`src/rtl/cfg_loader.sv`:
```
module cfg_loader #(
  parameter int FULL_WORDS = 191492,
  parameter int PART_WORDS = 95746,
  parameter int AW         = 24
) (
  input  logic          clk,
  input  logic          rst_n,
  input  logic          reg_wr,
  input  logic          reg_sel,
  input  logic [31:0]   reg_wdata,
  output logic [31:0]   reg_rdata,
  output logic          mem_rd,
  output logic [AW-1:0] mem_addr,
  input  logic [31:0]   mem_rdata,
  output logic          fab_cs,
  output logic          fab_we,
  output logic [31:0]   fab_data
);
  localparam int MAXW = (FULL_WORDS > PART_WORDS) ? FULL_WORDS : PART_WORDS;
  localparam int CW   = $clog2(MAXW) + 1;

  logic          busy_q, done_q, cs_q, rd_q, we_q, mode_q;
  logic [AW-1:0] addr_q, base_q;
  logic [CW-1:0] left_q;
  logic [31:0]   ctrl_view, stat_view;

  wire unused_bits = ^reg_wdata[7:2];

  wire go = reg_wr && !reg_sel && reg_wdata[0] && !busy_q;
  wire [CW-1:0] len_m1 = reg_wdata[1] ? CW'(PART_WORDS - 1) : CW'(FULL_WORDS - 1);

  always_ff @(posedge clk) begin
    if (!rst_n) begin
      busy_q <= 1'b0;
      done_q <= 1'b0;
      cs_q   <= 1'b0;
      rd_q   <= 1'b0;
      we_q   <= 1'b0;
      mode_q <= 1'b0;
      addr_q <= '0;
      base_q <= '0;
      left_q <= '0;
    end else if (go) begin
      busy_q <= 1'b1;
      done_q <= 1'b0;
      cs_q   <= 1'b1;
      rd_q   <= 1'b1;
      we_q   <= 1'b0;
      mode_q <= reg_wdata[1];
      base_q <= reg_wdata[8 +: AW];
      addr_q <= reg_wdata[8 +: AW];
      left_q <= len_m1;
    end else if (busy_q) begin
      we_q <= rd_q;
      if (rd_q) begin
        if (left_q == '0) begin
          rd_q <= 1'b0;
        end else begin
          left_q <= left_q - CW'(1);
          addr_q <= addr_q + AW'(1);
        end
      end
      if (!rd_q && !we_q) begin
        cs_q   <= 1'b0;
        busy_q <= 1'b0;
        done_q <= 1'b1;
      end
    end
  end

  always_comb begin
    ctrl_view = '0;
    ctrl_view[8 +: AW] = base_q;
    ctrl_view[1] = mode_q;
    stat_view = {29'd0, mode_q, done_q, busy_q};
  end

  assign reg_rdata = reg_sel ? stat_view : ctrl_view;
  assign mem_rd    = rd_q;
  assign mem_addr  = addr_q;
  assign fab_cs    = cs_q;
  assign fab_we    = we_q;
  assign fab_data  = mem_rdata;
endmodule

```
`config.mk`:
```
export PLATFORM = sky130hd
export DESIGN_NAME = cfg_loader
export DESIGN_NICKNAME = d
export VERILOG_FILES = /design/src/rtl/cfg_loader.sv
export SDC_FILE = /design/constraint.sdc
export NUM_CORES = 1
export LEC_CHECK = 0
export ABC_AREA = 1
export BUFFER_PORTS_ARGS = -buffer_cell sky130_fd_sc_hd__buf_4
export CELL_PAD_IN_SITES_DETAIL_PLACEMENT = 1
export CELL_PAD_IN_SITES_GLOBAL_PLACEMENT = 2
export CORE_MARGIN = 1
export CORE_UTILIZATION = 27
export DETAILED_ROUTE_END_ITERATION = 6
export PLACE_DENSITY = 0.85
export SYNTH_ARGS = -nofsm -noshare
export SYNTH_HDL_FRONTEND = slang
export SYNTH_SLANG_ARGS = --single-unit
```
`constraint.sdc`:
```
create_clock -name clk -period 3.3 [get_ports clk]
set_input_delay 0.495 -clock clk [delete_from_list [all_inputs] [get_ports clk]]
set_output_delay 0.495 -clock clk [all_outputs]
set_load 0.01 [all_outputs]
```
* Word-level counts from Yosys, hierarchy flattened
Index checks and enable logic that the tools add are counted.
** Word-level totals
- Register bits :: 73
- Output and inout bits :: 91
- Word-level logic and storage cells :: 49
- Bits of input ports :: 68
** Cells by class
- Add/subtract/negate cells :: 2
- Eq/ne operators :: 1
- Bitwise gates (word level) :: 1
- Mux-type cells :: 20
- Reduce and logical (&&, ||, !) cells :: 16
** Operators by type and width (number)
- 24-bit two-way mux :: 4
- 19-bit two-way mux :: 4
- 32-bit two-way mux :: 1
- 24-bit by 1-bit adder with 24-bit output, second input constant :: 1
- 19-bit zero test :: 1
- 19-bit by 1-bit subtractor with 19-bit output, second input constant :: 1
- 18-bit two-way mux :: 1
- 1-bit two-way mux :: 10
- 2-bit nonzero test :: 3
- 1-bit logical AND :: 4
- 1-bit zero test :: 4
- 2-bit AND reduction :: 2
- 3-bit AND reduction :: 1
- 2-bit inequality test, second input constant :: 1
- 2-bit OR reduction :: 1
- 1-bit inverter :: 1

* Longest topological paths before layout
Gate-level depths: netlist (run 1).
- Word-level depth :: 6
- Gate-level depth with buffers :: 12
- Depth with buffers taken out :: 12

* Worst setup path before layout (run 1)
Ideal clock, no wire load.
- Kind :: input to output
- From :: in reg_sel
- To :: out reg_rdata[11]
- Path buffers :: 2
- Cell stages on the path :: 3
- Data required time :: 2.805 ns
- Data arrival time :: 1.161 ns
- Setup slack :: 1.644 ns
- Path through :: clkbuf_1 clkbuf_1 nor2_1
** Between the ends
- Word-level cells in the longest chain between the ends :: 1
** Ends and longest elaborated chain
- start, declared :: line 9 : input logic reg_sel,
- 32-bit two-way mux :: line 78 : assign reg_rdata = reg_sel ? stat_view : ctrl_view;
- end, declared :: line 11 : output logic [31:0] reg_rdata,
Every way passes these cells.

* Worst setup path in the final report (run 1)
- From :: in reg_sel
- To :: reg addr_q[3], in the netlist mem_addr[3]
** Between the ends
- Word-level cells in the longest chain between the ends :: 6
- Elaborated cells on any way between the ends :: 9
- Those cells by class :: eq/ne: 1; mux: 1; reduce/logical: 7
** Ends and longest elaborated chain
- 1-bit zero test (*) :: line 29 : wire go = reg_wr && !reg_sel && reg_wdata[0] && !busy_q;
- 1-bit logical AND (*) (3 in series) :: line 29
- 2-bit inequality test (no source line) or 2-bit nonzero test (tied branches)
- 3-bit AND reduction (no source line)
- end signal, assigned :: line 51 : addr_q <= reg_wdata[8 +: AW];
- end signal, assigned :: line 60 : addr_q <= addr_q + AW'(1);
- end, declared :: line 23 : logic [AW-1:0] addr_q, base_q;
Every way passes the cells marked *; elsewhere a longest branch is shown, timed or not.
A chain may end at the register's enable or synchronous reset.

==> impl_metrics.json, run 1 <==
{
  "status": "finished, final reports clean",
  "tns_ns": 0,
  "worstSetupEndpointType": "flip-flop",
  "synthAdderAreaFrac_pct": 0.563,
  "grt_max_degree": 46,
  "clk_pin_slew_ns": 0.06,
  "fillers": 2174,
  "synthCells": 720,
  "initial_core_util_pct": 27.8,
  "clockRootBuffer": "clkbuf_16",
  "synthTopCellsByArea": "dfxtp_1, nand2_1, nor2_1",
  "leakagePower_nw": 2.46,
  "numPortBuffers": 83,
  "cts_max_level": 3,
  "cp_top_family": "simple AND/OR/NAND/NOR gates",
  "synth_top_area_share_pct": 32.9,
  "fmax_mhz": 434,
  "clockBufferDepth": 2,
  "crit_start": "reg_sel",
  "cts_hold_buf": 0,
  "dpl.cell_count": 964,
  "die_x_um": 130,
  "worst_slew_margin_rel_pct": 65.3,
  "gp_congestion": 0.772,
  "drtPass1Iterations": 4,
  "overflow": 0,
  "hp-start": "reg_wdata[8]",
  "r2r_start": "busy_q",
  "maxCapViolations": 0,
  "synth_seq_area_share_pct": 32.9,
  "critPathSlowestCell": "nor2_1",
  "fin_crit_sh_pct": 69.9,
  "clkPwrFrac_pct": 43.2,
  "hpwl_mm": 10.1,
  "dieArea_um2": 17000,
  "grt_pass1_wl_mm": 23.8,
  "cts_tree": "done",
  "p_total_mw": 2.49,
  "ir_drop_v": 0.000318,
  "synth_top_cell_by_area": "dfxtp_1",
  "tightest_slew_ns": 0.521,
  "cpPeakStageDelay_ns": 0.38,
  "fin_worst_skew_ns": 0.00492,
  "cts.sinks": 73,
  "post_cts_buffers": 0,
  "synth.avg_cell_area_um2": 6.17,
  "setup_viol": 0,
  "async_flop_share_pct": 0,
  "num_rows": 46,
  "synth-simple-area-share_pct": 40.6,
  "worstPathMaxFanout": 29,
  "min_path_type": "input pin to flip-flop",
  "ant_nets": 0,
  "crit_required_ns": 3.58,
  "drive_gt1_share_pct": 15.5,
  "grt_usage_pct": 18.1,
  "cts_resized": 0,
  "first_iter_violations": 156,
  "internal_power_mw": 1.77,
  "crit_chain": "buf_4 > nor2_1 > nand2_2 > inv_1 > buf_4 > nor2_1 > inv_2 > nor2_1 > o21ai_0 > nand2_1",
  "n_antenna_cell": 0,
  "finalWorstSetupSlack_ns": 0.993,
  "synth_edf_count": 0,
  "powerDensity_nw_per_um2": 469,
  "drc": 0,
  "synth_xor_xnor_area_share_pct": 1.58,
  "final_cells": 979,
  "timing.final.hold_violations": 0,
  "synth_top_family_by_area": "simple AND/OR/NAND/NOR gates",
  "nets": 829,
  "syn-cell-area_um2": 4440,
  "postLayoutCoreUtil_pct": 33.2,
  "syn_to_final_growth_pct": 19.5,
  "synthMuxAreaShare_pct": 0,
  "cts_buffers": 9,
  "ys.flop_type": "dfxtp_1",
  "p_seq_share_pct": 38.8,
  "synth.most_common_cell": "nand2_1",
  "cp_common_cell": "nor2_1",
  "yosysWarningCount": 0,
  "ys_seq_elements": 73,
  "die_h_um": 130,
  "synth_top_cells_by_count": "nand2_1, nor2_1, dfxtp_1, nand3_1, inv_1",
  "worstSetupPathType": "input pin to flip-flop",
  "clock_latency_ns": 0.34,
  "maxSlewViolCount": 0,
  "drt-total-wl_mm": 14.3,
  "synth_cell_type_count": 31,
  "core-area_um2": 16000,
  "viasPerCell": 4.59,
  "p_switching_uw": 713,
  "arrival_ns": 2.59,
  "dpl_cell_area_um2": 4990,
  "power_frac_comb_pct": 18.0,
  "finalCriticalPeriod_ns": 2.31,
  "fin_hold_ws_ns": 0.418,
  "rsz0062_at_grt": "false",
  "critical_path_buf_inv_count": 4,
  "switching_share_pct": 28.7,
  "vias": 4494,
  "preCtsSetupSlack_ns": 0.552,
  "fin_area_um2": 5310,
  "synth_compound_area_share_pct": 8.64,
  "antenna_found_initial": 0,
  "routedWlPerCell_um": 14.6,
  "io_pins": 159,
  "start_kind": "input pin",
  "grt_pass1_vias": 4746
}
## layout make-up
class | count | area [µm²] | share of cell area, %
multi-input combinational | 511 | 2300 | 43.4
clock buffer | 10 | 239 | 4.50
timing repair buffer | 90 | 676 | 12.7
inverter | 74 | 278 | 5.23
tap | 216 | 270 | 5.09
clock inverter | 5 | 80.1 | 1.51
sequential | 73 | 1460 | 27.5
## cells by family after synthesis
kind of cell    Yosys count
simple gates            426
xor+xnor                  8
compound gates           70
fa+ha+maj                 2
other cells               1
buf+inv                 140
flops                    73
## power groups by stage
| stage | clock, mW | sequential [mW] | combinational, mW |
|---|---|---|---|
| after floorplan | 0 | 0.979 | 0.351 |
| after global placement | 0 | 0.983 | 0.448 |
| after detailed placement | 0 | 0.984 | 0.454 |
| after CTS | 1.09 | 0.965 | 0.459 |
| after global routing | 1.13 | 0.971 | 0.516 |
| final | 1.07 | 0.965 | 0.449 |
## per-layer routing
layer | track usage (%) | vias to the layer above | routed length (µm)
met5 | 0 | - | 0
met4 | 3.97 | 0 | 124
met3 | 4.14 | 13 | 571
met2 | 32.8 | 67 | 6980
met1 | 21.5 | 2106 | 6600
li1 | - | 2308 | -
## sequential cells by signal, summed over array words and instances (netlist names)
| register | flops |
|---|---|
| done_q | 1 |
| left_q | 19 |
| fab_we | 1 |
| busy_q | 1 |
| mem_addr | 24 |
| base_q | 24 |
| mem_rd | 1 |
| mode_q | 1 |
| fab_cs | 1 |
## layout by cell type (no fill, tap or decap)
cell,instances
o21bai_1,3
nand3b_1,3
xor2_1,8
clkinvlp_4,2
nand4_4,1
nor2_4,1
o22ai_1,21
nor2_8,1
inv_2,4
o21ai_0,17
clkbuf_8,1
nor3_1,2
nand2_1,181
a21oi_1,26
bufinv_16,2
buf_4,90
inv_1,70
nor3b_1,1
o21ai_1,3
nor2_1,146
ha_1,2
or2_2,1
nand2_4,3
nand2_2,2
nand3_1,73
and2_1,1
conb_1,5
dfxtp_1,73
clkinv_2,1
clkbuf_16,9
nand4_1,9
nor2b_1,1
## worst paths after layout
check	endpoint	slack, ns	cells after the start
setup / recovery	mem_addr[3]	0.99	10
hold / removal	mem_addr[0]	0.42	3
setup reg to reg	mem_addr[3]	1.07	9
hold reg to reg	done_q	0.46	2
## tightest hold or removal path: cells and delay by family
kind / cells / cell delay, ns
buffers and inverters: 1 / 0.08
and+or+nand+nor: 2 / 0.15
Power figures use the tool's default switching activity.
==> run 2: changes to the inputs <==
- ABC_AREA: 1 -> 0
- PLACE_DENSITY: 0.85 -> 0.81
- clock period: 3.3 -> 2.2 ns (I/O delays scaled with it)
==> impl_metrics.json, run 2 <==
{
  "multi_input_area_um2": 2240,
  "power_frac_comb_pct": 24.3,
  "n_antenna_cell": 0,
  "leakagePower_nw": 2.06,
  "finalCriticalPeriod_ns": 2.29,
  "ant_nets": 0,
  "grt_usage_pct": 17.8,
  "drc": 0,
  "routedWlPerCell_um": 17.4,
  "syn-cell-area_um2": 3940,
  "ir_drop_v": 0.000388,
  "grt_max_degree": 46,
  "synthCells": 486,
  "maxCapViolations": 0,
  "core-area_um2": 14000,
  "min_path_type": "input pin to flip-flop",
  "cts.sinks": 73,
  "fin_worst_skew_ns": 0.00468,
  "status": "finished, violations left",
  "viasPerCell": 5.07,
  "worstSetupPathType": "flip-flop to flip-flop",
  "synth_top_cells_by_count": "dfxtp_1, nand2_1, a21oi_1",
  "gp_congestion": 0.808,
  "maxSlewViolCount": 0,
  "async_flop_share_pct": 0,
  "first_iter_violations": 199,
  "postLayoutCoreUtil_pct": 37.9,
  "fin_crit_sh_pct": 104,
  "final_common_cell": "buf_4",
  "synth_edf_count": 0,
  "ys_seq_elements": 73,
  "initial_core_util_pct": 28.0,
  "fmax_mhz": 437,
  "final_cell_mix": "buf_4, dfxtp_1, nand2_1, a21oi_1, o21ai_0",
  "overflow": 0,
  "synth.most_common_cell": "dfxtp_1",
  "vias": 3845,
  "internal_power_mw": 2.64,
  "numPortBuffers": 83,
  "synth_seq_area_share_pct": 37.1,
  "yosysWarningCount": 0,
  "seq_area_um2": 1470,
  "clk_pin_slew_ns": 0.06,
  "grt_pass1_vias": 4011,
  "p_total_mw": 3.75,
  "clockRootBuffer": "clkbuf_16",
  "synth_top_cell_by_area": "dfxtp_1",
  "switching_share_pct": 29.6,
  "cts_max_level": 3,
  "cts_tree": "done",
  "dieArea_um2": 15100,
  "cts_buffers": 9,
  "setup_viol": 23,
  "nets": 644,
  "io_pins": 159,
  "worstSetupEndpointType": "flip-flop",
  "crit_required_ns": 2.41,
  "ys.flop_type": "dfxtp_1",
  "antenna_found_initial": 0,
  "synth_cell_type_count": 55,
  "drt-total-wl_mm": 13.2,
  "rsz0062_at_grt": "true",
  "clock_latency_ns": 0.34,
  "p_seq_share_pct": 38.5,
  "clkPwrFrac_pct": 37.2,
  "timing.final.hold_violations": 0,
  "num_rows": 43,
  "synth_top_area_share_pct": 37.1,
  "grt_pass1_wl_mm": 20.4,
  "die_x_um": 123,
  "fillers": 1648,
  "syn_to_final_growth_pct": 35.4,
  "drtPass1Iterations": 4,
  "p_switching_mw": 1.11,
  "worst_slew_margin_rel_pct": 60.4,
  "hpwl_mm": 8.89,
  "finalWorstSetupSlack_ns": -0.0880,
  "die_h_um": 123,
  "arrival_ns": 2.50,
  "powerDensity_nw_per_um2": 703,
  "start_kind": "flip-flop",
  "violations": "setup timing",
  "synth.avg_cell_area_um2": 8.10,
  "drive_gt1_share_pct": 33.0,
  "worstPathMaxFanout": 6,
  "tightest_slew_ns": 0.589,
  "synthTopCellsByArea": "dfxtp_1, buf_4, a21oi_1",
  "clockBufferDepth": 2
}
run 2: cell types whose count changed after synthesis, sizes merged, moves of 23 or more:
cell / previous run / this run
nand3: 73 / 13
a21oi: 26 / 54
nor2: 148 / 18
nor2b: 1 / 24
inv: 74 / 5
nand2: 186 / 65
run 2: final cells by class:
type	instances	share of cell area [%]
sequential	73	27.6
clock buffer	14	4.96
timing repair buffer	138	20.5
clock inverter	2	0.235
tap	180	4.23
inverter	6	0.470
multi-input combinational	346	42.1
run 2: worst paths after layout:
check	cells after the start	end	slack (ns)	startpoint
setup reg to reg	7	mem_addr[2]	-0.09	left_q[6]
hold / removal	3	base_q[9]	0.24	reg_wdata[17]
setup / recovery	7	mem_addr[2]	-0.09	left_q[6]
hold reg to reg	2	base_q[0]	0.45	base_q[0]
run 2: layer usage:
layer  vias to the layer above  track usage [%]  routed length [µm]
li1                       1853                -                   -
met1                      1882             20.3                5510
met2                        76             31.2                6810
met3                        34             5.07                 654
met4                         0             6.33                 269
met5                         -                0                   0
run 2: through the flow:
step / setup slack [ns] / area [µm²] / hold WS (ns) / instances / TNS (ns)
floorplan: 0.0293 / 3950 / 0.431 / 490 / 0
global placement: -0.117 / 4730 / 0.438 / 729 / -0.558
detailed placement: -0.178 / 4730 / 0.448 / 729 / -1.92
CTS: -0.0707 / 5190 / 0.232 / 756 / -0.485
global route: -0.126 / 5330 / 0.243 / 759 / -2.14
finish: -0.0880 / 5330 / 0.245 / 759 / -0.778
run 2: critical path, cell delays in order, from the launching register on:
cell and delay [ns]:
dfxtp_2 0.31, or4_4 0.56, or4_4 0.55, buf_12 0.17, buf_4 0.15, o211ai_2 0.14
xor2_1 0.17, a21oi_1 0.09
run 2: power groups by stage:
stage / combinational (mW) / sequential (mW) / clock, mW
floorplan: 0.446 / 1.47 / 0
global placement: 0.664 / 1.46 / 0
detailed placement: 0.682 / 1.47 / 0
CTS: 0.810 / 1.44 / 1.43
global route: 0.974 / 1.45 / 1.48
finish: 0.909 / 1.44 / 1.39
run 2: logic make-up (layout without fill, tap and decap cells):
kind of cell,count (synthesis),after routing,synth area share (%)
xor+xnor,19,19,4.23
other cells,1,5,0.0953
fa+ha+maj,2,2,0.636
simple gates,180,180,24.0
buf+inv,72,160,11.1
flops,73,73,37.1
mux,4,4,1.08
compound gates,135,136,21.7
run 2: what timing repair did:
action,in CTS,in global routing
buffers inserted,10,3
hold buffers,0,0
resized for setup,20,27
endpoints found under the setup margin,27,32
pin swaps,10,27
gates cloned,1,0
==> run 3: changes to the inputs <==
--- a/config.mk
+++ b/config.mk
@@ -14,4 +14,5 @@
 export DETAILED_ROUTE_END_ITERATION = 6
 export PLACE_DENSITY = 0.81
+export SKIP_CTS_REPAIR_TIMING = 1
 export SYNTH_ARGS = -nofsm -noshare
 export SYNTH_HDL_FRONTEND = slang
==> constraint.sdc (replaced) <==
create_clock -name clk -period 2.2 [get_ports clk]
set_input_delay 0.33 -clock clk [delete_from_list [all_inputs] [get_ports clk]]
set_output_delay 0.33 -clock clk [all_outputs]
set_load 0.05 [all_outputs]
==> impl_metrics.json, run 3 (synthesis gave the netlist of run 2 again) <==
{
  "die_h_um": 123,
  "drc": 0,
  "tightest_slew_ns": 0.715,
  "r2r_cells": 9,
  "drt-total-wl_mm": 12.8,
  "crit_required_ns": 2.42,
  "fin_hold_ws_ns": 0.245,
  "maxCapViolations": 0,
  "syn_to_final_growth_pct": 33.5,
  "clock_latency_ns": 0.34,
  "cts.sinks": 73,
  "switching_share_pct": 31.4,
  "viasPerCell": 5.02,
  "clk_pin_slew_ns": 0.06,
  "routedWlPerCell_um": 17.0,
  "hold_path_end": "base_q[15]",
  "hpwl_mm": 8.89,
  "r2r_slack_ns": -0.12,
  "grt_pass1_wl_mm": 19.6,
  "cts_buffers": 9,
  "multi_input_area_um2": 2210,
  "rsz0062_at_grt": "true",
  "critPathSlowestCell": "or4_4",
  "fin_crit_sh_pct": 106,
  "die_x_um": 123,
  "start_kind": "flip-flop",
  "p_switching_mw": 1.20,
  "ant_nets": 0,
  "hp-start": "reg_wdata[23]",
  "cts_max_level": 3,
  "final_cells": 754,
  "grt_max_degree": 46,
  "timing.final.hold_violations": 0,
  "cpPeakStageDelay_ns": 0.53,
  "cp_top_family": "simple AND/OR/NAND/NOR gates",
  "p_seq_share_pct": 37.8,
  "num_rows": 43,
  "worst_slew_margin_rel_pct": 51.9,
  "postLayoutCoreUtil_pct": 37.4,
  "preCtsSetupSlack_ns": -0.178,
  "tns_ns": -1.43,
  "crit_chain": "inv_4 > ha_4 > or3b_4 > or4_4 > buf_8 > buf_4 > o2111ai_4 > xor2_1 > a21oi_1",
  "r2r_start": "left_q[0]",
  "critical_path_buf_inv_count": 3,
  "ir_drop_v": 0.000372,
  "io_pins": 159,
  "min_path_type": "input pin to flip-flop",
  "dpl_cell_area_um2": 4730,
  "dpl.cell_count": 729,
  "overflow": 0,
  "internal_power_mw": 2.62,
  "fin_area_um2": 5250,
  "nets": 639,
  "status": "finished, violations left",
  "worstSetupEndpointType": "flip-flop",
  "clkPwrFrac_pct": 36.4,
  "finalWorstSetupSlack_ns": -0.122,
  "antenna_found_initial": 0,
  "gp_congestion": 0.808,
  "violations": "setup timing",
  "worstPathMaxFanout": 6,
  "core-area_um2": 14000,
  "power_frac_comb_pct": 25.7,
  "p_total_mw": 3.81,
  "final_common_cell": "buf_4",
  "finalCriticalPeriod_ns": 2.32,
  "clockRootBuffer": "clkbuf_16",
  "clockBufferDepth": 2,
  "leakagePower_nw": 2.02,
  "initial_core_util_pct": 28.0,
  "setup_viol": 22,
  "final_cell_mix": "buf_4, dfxtp_1, nand2_1, a21oi_1, o21ai_0",
  "first_iter_violations": 211,
  "fin_worst_skew_ns": 0.00427,
  "n_antenna_cell": 0,
  "cts_tree": "done",
  "r2r-end": "mem_addr[9]",
  "powerDensity_nw_per_um2": 726,
  "vias": 3787,
  "fmax_mhz": 431,
  "drive_gt1_share_pct": 31.4,
  "maxSlewViolCount": 0,
  "numPortBuffers": 83,
  "min_path_cells": 3,
  "arrival_ns": 2.54,
  "dieArea_um2": 15100,
  "seq_area_um2": 1470,
  "fillers": 1653,
  "grt_pass1_vias": 3895,
  "worstSetupPathType": "flip-flop to flip-flop",
  "grt_usage_pct": 17.0,
  "drtPass1Iterations": 4
}
==> run 3: final cells by class <==
cell class              count  share of cell area (%)
repair buffers            133                    19.8
inverters                   6                   0.524
well taps                 180                    4.29
multi-input cells         346                    42.1
clock inverters             2                   0.238
flip-flops and latches     73                    28.0
clock buffers              14                    5.03
==> run 3: how the worst max path moves through the flow <==
stage / from / end / slack (ns) / cells past startpoint
2_1_floorplan: left_q[4] / mem_addr[8] / 0.03 / 7
3_3_place_gp: left_q[0] / mem_addr[7] / -0.12 / 8
3_5_place_dp: left_q[0] / mem_addr[6] / -0.18 / 8
4_1_cts: left_q[0] / mem_addr[1] / -0.18 / 8
5_1_grt: left_q[0] / left_q[13] / -0.18 / 8
6_report: left_q[0] / mem_addr[9] / -0.12 / 9
==> run 3: power groups by stage <==
stage | Combinational [mW] | Clock, mW | Sequential (mW)
3_3_place_gp | 0.787 | 0 | 1.46
5_1_grt | 1.05 | 1.48 | 1.45
6_report | 0.981 | 1.39 | 1.44
4_1_cts | 0.811 | 1.43 | 1.44
2_1_floorplan | 0.589 | 0 | 1.54
3_5_place_dp | 0.805 | 0 | 1.47
==> run 3: per-layer routing <==
| metal | wire [µm] | part of all wire, % | global-route usage [%] | up-vias |
|---|---|---|---|---|
| met5 | 0 | 0 | 0 | - |
| met2 | 6460 | 50 | 29.7 | 84 |
| met1 | 5460 | 43 | 19.7 | 1826 |
| met3 | 676 | 5.3 | 5.07 | 30 |
| met4 | 220 | 1.7 | 5.41 | 0 |
| li1 | - | - | - | 1847 |
==> run 3: tightest hold or removal path, stage by stage <==
cell and delay, ns:
buf_4 0.11, nand2_1 0.05, a21oi_1 0.05
